`config.mk`:
```
export PLATFORM = sky130hd
export DESIGN_NAME = sd_irq_status
export DESIGN_NICKNAME = d
export VERILOG_FILES = /design/src/rtl/sd_irq_pkg.sv /design/src/rtl/sd_irq_latch.sv /design/src/rtl/sd_irq_regfile.sv /design/src/rtl/sd_irq_signal.sv /design/src/rtl/sd_irq_status.sv
export SDC_FILE = /design/constraint.sdc
export NUM_CORES = 1
export LEC_CHECK = 0
export ABC_AREA = 1
export BUFFER_PORTS_ARGS = -buffer_cell sky130_fd_sc_hd__buf_2
export CELL_PAD_IN_SITES_DETAIL_PLACEMENT = 1
export CELL_PAD_IN_SITES_GLOBAL_PLACEMENT = 2
export CORE_MARGIN = 1
export CORE_UTILIZATION = 27
export CTS_CLUSTER_SIZE = 16
export DETAILED_ROUTE_END_ITERATION = 8
export GPL_ROUTABILITY_DRIVEN = 0
export PLACE_DENSITY_LB_ADDON = 0.3
export SYNTH_ARGS = -nofsm -noshare
export SYNTH_HDL_FRONTEND = slang
export SYNTH_HIERARCHICAL = 1
export SYNTH_SLANG_ARGS = --single-unit
```
`constraint.sdc`:
```
create_clock -name clk -period 1.2 [get_ports clk]
set_input_delay 0.24 -clock clk [delete_from_list [all_inputs] [get_ports clk]]
set_output_delay 0.24 -clock clk [all_outputs]
set_load 0.01 [all_outputs]
```
`src/rtl/sd_irq_pkg.sv`:
```
package sd_irq_pkg;

    localparam int REG_W    = 32;
    localparam int ERR_N    = 8;

    localparam int B_CMD    = 0;
    localparam int B_XFER   = 1;
    localparam int B_INS    = 6;
    localparam int B_REM    = 7;
    localparam int B_ERRSUM = 15;
    localparam int B_ERR0   = 16;

    typedef enum logic [1:0] {
        SEL_STATUS  = 2'd0,
        SEL_REC_EN  = 2'd1,
        SEL_SIG_EN  = 2'd2,
        SEL_PRESENT = 2'd3
    } sel_e;

    typedef struct packed {
        logic [ERR_N-1:0] err;
        logic             card_out;
        logic             card_in;
        logic             xfer;
        logic             cmd;
    } evt_t;

    function automatic logic [REG_W-1:0] build_evt_mask();
        logic [REG_W-1:0] m;
        m = '0;
        m[B_CMD]  = 1'b1;
        m[B_XFER] = 1'b1;
        m[B_INS]  = 1'b1;
        m[B_REM]  = 1'b1;
        for (int i = 0; i < ERR_N; i++) m[B_ERR0+i] = 1'b1;
        return m;
    endfunction

    localparam logic [REG_W-1:0] EVT_MASK = build_evt_mask();
    localparam logic [REG_W-1:0] SIG_MASK = build_evt_mask() | (REG_W'(1) << B_ERRSUM);

    // Map event pulses onto status positions, qualifying card events by level
    function automatic logic [REG_W-1:0] place_events(evt_t e, logic present);
        logic [REG_W-1:0] v;
        v = '0;
        v[B_CMD]  = e.cmd;
        v[B_XFER] = e.xfer;
        v[B_INS]  = e.card_in & present;
        v[B_REM]  = e.card_out & ~present;
        for (int i = 0; i < ERR_N; i++) v[B_ERR0+i] = e.err[i];
        return v;
    endfunction

    // Software-visible status: implemented latches plus the error summary
    function automatic logic [REG_W-1:0] with_summary(logic [REG_W-1:0] s);
        logic [REG_W-1:0] r;
        r = s & EVT_MASK;
        r[B_ERRSUM] = |s[B_ERR0 +: ERR_N];
        return r;
    endfunction

endpackage

```
`src/rtl/sd_irq_latch.sv`:
```
module sd_irq_latch
#(
    parameter int W = 32
)
(
    input  logic         clk,
    input  logic         rst,
    input  logic [W-1:0] set_vec,
    input  logic [W-1:0] clr_vec,
    output logic [W-1:0] q
);

    // One sticky bit per position; a set on the same edge beats a clear
    for (genvar i = 0; i < W; i++) begin : g_bit
        always_ff @(posedge clk) begin
            if (rst)
                q[i] <= 1'b0;
            else
                q[i] <= (q[i] & ~clr_vec[i]) | set_vec[i];
        end
    end

endmodule

```
`src/rtl/sd_irq_regfile.sv`:
```
module sd_irq_regfile
    import sd_irq_pkg::*;
#(
    parameter int ADDR_W = 4
)
(
    input  logic              clk,
    input  logic              rst,
    input  logic              wr_en,
    input  logic              rd_en,
    input  logic [ADDR_W-1:0] addr,
    input  logic [REG_W-1:0]  wdata,
    input  logic [REG_W-1:0]  status_view,
    input  logic              present,
    output logic [REG_W-1:0]  rec_en,
    output logic [REG_W-1:0]  sig_en,
    output logic [REG_W-1:0]  clr_vec,
    output logic [REG_W-1:0]  rdata
);

    logic hit;
    sel_e sel;

    assign hit = (32'(addr) < 32'd4);
    assign sel = sel_e'(addr[1:0]);

    assign clr_vec = (wr_en && hit && sel == SEL_STATUS) ? wdata : '0;

    always_ff @(posedge clk) begin
        if (rst) begin
            rec_en <= '0;
            sig_en <= '0;
        end else if (wr_en && hit) begin
            if (sel == SEL_REC_EN) rec_en <= wdata & EVT_MASK;
            if (sel == SEL_SIG_EN) sig_en <= wdata & SIG_MASK;
        end
    end

    logic [REG_W-1:0] rd_mux;

    always_comb begin
        rd_mux = '0;
        if (hit) begin
            case (sel)
                SEL_STATUS:  rd_mux = status_view;
                SEL_REC_EN:  rd_mux = rec_en;
                SEL_SIG_EN:  rd_mux = sig_en;
                SEL_PRESENT: rd_mux = {{(REG_W-1){1'b0}}, present};
                default:     rd_mux = '0;
            endcase
        end
    end

    always_ff @(posedge clk) begin
        if (rst)
            rdata <= '0;
        else if (rd_en)
            rdata <= rd_mux;
    end

endmodule

```
`src/rtl/sd_irq_signal.sv`:
```
module sd_irq_signal
    import sd_irq_pkg::*;
(
    input  logic             clk,
    input  logic             rst,
    input  logic [REG_W-1:0] status_view,
    input  logic [REG_W-1:0] sig_en,
    output logic             irq
);

    always_ff @(posedge clk) begin
        if (rst)
            irq <= 1'b0;
        else
            irq <= |(status_view & sig_en);
    end

endmodule

```
`src/rtl/sd_irq_status.sv`:
```
module sd_irq_status
    import sd_irq_pkg::*;
#(
    parameter int ADDR_W = 4
)
(
    input  logic              clk,
    input  logic              rst,
    input  logic              wr_en,
    input  logic              rd_en,
    input  logic [ADDR_W-1:0] addr,
    input  logic [REG_W-1:0]  wdata,
    output logic [REG_W-1:0]  rdata,
    input  logic              evt_cmd_done,
    input  logic              evt_xfer_done,
    input  logic              evt_card_in,
    input  logic              evt_card_out,
    input  logic [ERR_N-1:0]  evt_err,
    input  logic              card_present,
    output logic              irq
);

    evt_t             evt;
    logic [REG_W-1:0] set_vec;
    logic [REG_W-1:0] clr_vec;
    logic [REG_W-1:0] status_lat;
    logic [REG_W-1:0] status_view;
    logic [REG_W-1:0] rec_en;
    logic [REG_W-1:0] sig_en;

    assign evt.cmd      = evt_cmd_done;
    assign evt.xfer     = evt_xfer_done;
    assign evt.card_in  = evt_card_in;
    assign evt.card_out = evt_card_out;
    assign evt.err      = evt_err;

    assign set_vec     = place_events(evt, card_present) & rec_en;
    assign status_view = with_summary(status_lat);

    sd_irq_latch #(.W(REG_W)) i_latch (
        .clk     (clk),
        .rst     (rst),
        .set_vec (set_vec),
        .clr_vec (clr_vec),
        .q       (status_lat)
    );

    sd_irq_regfile #(.ADDR_W(ADDR_W)) i_regs (
        .clk         (clk),
        .rst         (rst),
        .wr_en       (wr_en),
        .rd_en       (rd_en),
        .addr        (addr),
        .wdata       (wdata),
        .status_view (status_view),
        .present     (card_present),
        .rec_en      (rec_en),
        .sig_en      (sig_en),
        .clr_vec     (clr_vec),
        .rdata       (rdata)
    );

    sd_irq_signal i_sig (
        .clk         (clk),
        .rst         (rst),
        .status_view (status_view),
        .sig_en      (sig_en),
        .irq         (irq)
    );

endmodule

```
==> impl_metrics.env <==
export IMPL_port_buffers=66
export IMPL_finalSetupTns_ns=-0.0385
export IMPL_vias=3343
export IMPL_hold_end="i_regs/sig_en[15]$_SDFFE_PP0P_"
export IMPL_drt_wl_total_um=9820
export IMPL_syn_inst=532
export IMPL_drive_gt1_share_pct=21.5
export IMPL_setup_ws_ns=-0.0385
export IMPL_grt_use_met1_pct=21.2
export IMPL_grt_use_met3_pct=2.55
export IMPL_rr_worst_depth=8
export IMPL_cts_root_buf="clkbuf_16"
export IMPL_core_um2=12100
export IMPL_clock_latency_ns=0.33
export IMPL_drc_errors=0
export IMPL_hold_path_startpoint="wdata[15]"
export IMPL_cts_tree="done"
export IMPL_end_kind="flop"
export IMPL_grt_use_met2_pct=28.3
export IMPL_grt_pass1_vias=3361
export IMPL_holdPathStages=3
export IMPL_fin_area_um2=4440
export IMPL_htreeDepth=3
export IMPL_grt_pass1_wl_um=16500
export IMPL_die_x_um=114
export IMPL_ant_nets=0
export IMPL_placed_area_um2=4100
export IMPL_nFillCells=1657
export IMPL_min_path_type="primary input to flop"
export IMPL_area_growth_pct=31.0
export IMPL_die_area_um2=13000
export IMPL_vdd_drop_max_uv=441
export IMPL_start_kind="flop"
export IMPL_nNetsFinal=700
export IMPL_whs_ns=0.170
export IMPL_yosysWarningCount=6
export IMPL_crit_required_ns=1.41
export IMPL_hold_buffers=0
export IMPL_clockBufferDepth=2
export IMPL_violations="negative setup slack"
export IMPL_final_core_util_pct=36.6
export IMPL_top_usage_layer="met2"
export IMPL_grtUsageTotal_pct=16.6
export IMPL_rr_startpoint="i_latch/q[17]$_SDFF_PP0_"
export IMPL_hold_viol=0
export IMPL_grt_start_max_net_pins=71
export IMPL_drtIter0Drc=115
export IMPL_slew_viol_final=0
export IMPL_finalPower_mw=5.29
export IMPL_clk_pin_slew_ns=0.06
export IMPL_r2r_end="i_sig/irq$_SDFF_PP0_"
export IMPL_antenna_cells=0
export IMPL_via_per_inst=4.08
export IMPL_fin_skew_ns=0.00484
export IMPL_period_share_pct=103
export IMPL_cts_sinks=70
export IMPL_syn_mean_instance_area_um2=6.36
export IMPL_num_rows=40
export IMPL_timing_fmax_mhz=807
export IMPL_dp_hpwl_um=7130
export IMPL_wl_per_cell_um=12.0
export IMPL_power_density_nw_per_um2=1190
export IMPL_crit_path_max_fanout=3
export IMPL_worst_r2r_setup_slack_ns=-0.04
export IMPL_critPathArrivalTime_ns=1.44
export IMPL_drv_cap=0
export IMPL_rsz0062_at_grt="yes"
export IMPL_numCtsBuffers=9
export IMPL_synth_area_um2=3390
export IMPL_period_minus_slack_ns=1.24
export IMPL_io_pins=86
export IMPL_antenna_found_initial=0
export IMPL_die_h_um=114
export IMPL_start_util_pct=28.0
export IMPL_grt_overflow_total=0
export IMPL_cellLeakagePower_nw=2.08
export IMPL_status="finished, violations left"
export IMPL_setup_violations=1
export IMPL_setup_worst_path_class="flop to flop"
export IMPL_drt_pass1_iter_count=4
final cells by class:
class	instances	area, µm²	share of cell area [%]
timing repair buffer	93	583	13.1
multi-input combinational	409	1710	38.5
inverter	64	240	5.42
tap	168	210	4.74
clock inverter	5	33.8	0.762
clock buffer	11	253	5.70
sequential	70	1410	31.8
where the power goes:
part           internal, mW  switching, mW  total [mW]
logic                 0.149          0.247       0.397
registers              2.35         0.0144        2.36
clock network          1.51           1.03        2.54
timing repair:
| action | 4_1_cts | 5_1_grt |
|---|---|---|
| setup endpoints to repair | 1 | 1 |
| pin swaps | 8 | 11 |
| buffers inserted | 0 | 1 |
| gates resized for setup | 7 | 16 |
metal layers:
metal | vias up | wire length [µm]
li1 | 1760 | -
met1 | 1524 | 4690
met2 | 49 | 4690
met3 | 10 | 302
met4 | 0 | 130
met5 | - | 0
critical path: stages (launching register included):
cell and delay, ns:
dfxtp_2 0.32, buf_4 0.13, buf_4 0.13, nand2_1 0.06
nand2_1 0.05, nor2_1 0.13, nand2_1 0.08, nor2_2 0.14
a21oi_1 0.08
how the worst max path moves through the flow:
stage,start,end,slack (ns),depth (start not counted)
detailed placement,addr[2],i_latch/q[22]$_SDFF_PP0_,-0.12,8
floorplan,i_latch/q[16]$_SDFF_PP0_,i_sig/irq$_SDFF_PP0_,0.16,10
global placement,addr[2],i_latch/q[22]$_SDFF_PP0_,-0.08,8
CTS,i_latch/q[19]$_SDFF_PP0_,i_sig/irq$_SDFF_PP0_,0.004,10
global route,i_latch/q[17]$_SDFF_PP0_,i_sig/irq$_SDFF_PP0_,-0.11,10
finish,i_latch/q[17]$_SDFF_PP0_,i_sig/irq$_SDFF_PP0_,-0.04,8
placed cells by master (no fill, tap or decap):
cell / instances
buf_12: 4
dfxtp_2: 6
inv_2: 10
nand2_1: 228
clkbuf_8: 2
buf_4: 23
clkinv_2: 2
nor2_1: 23
conb_1: 57
nor2_4: 3
nor2_2: 4
inv_1: 54
clkbuf_16: 9
a21oi_1: 70
nand2_2: 6
clkinv_4: 1
nand3_1: 14
nand3_2: 2
o21a_1: 1
buf_2: 66
and3_1: 1
clkinvlp_4: 2
dfxtp_1: 64
per-stage QoR:
step,cells,setup slack (ns)
global route,820,-0.114
finish,820,-0.0385
CTS,819,0.00376
detailed placement,803,-0.117
global placement,803,-0.0839
floorplan,587,0.160
state kept, by name (all words and copies together), names as in the netlist:
| register | flops |
|---|---|
| i_regs/rdata | 32 |
| i_regs/sig_en | 13 |
| i_latch/q | 12 |
| i_regs/rec_en | 12 |
| i_sig/irq | 1 |
No activity file was read; power rests on OpenSTA's default activity.
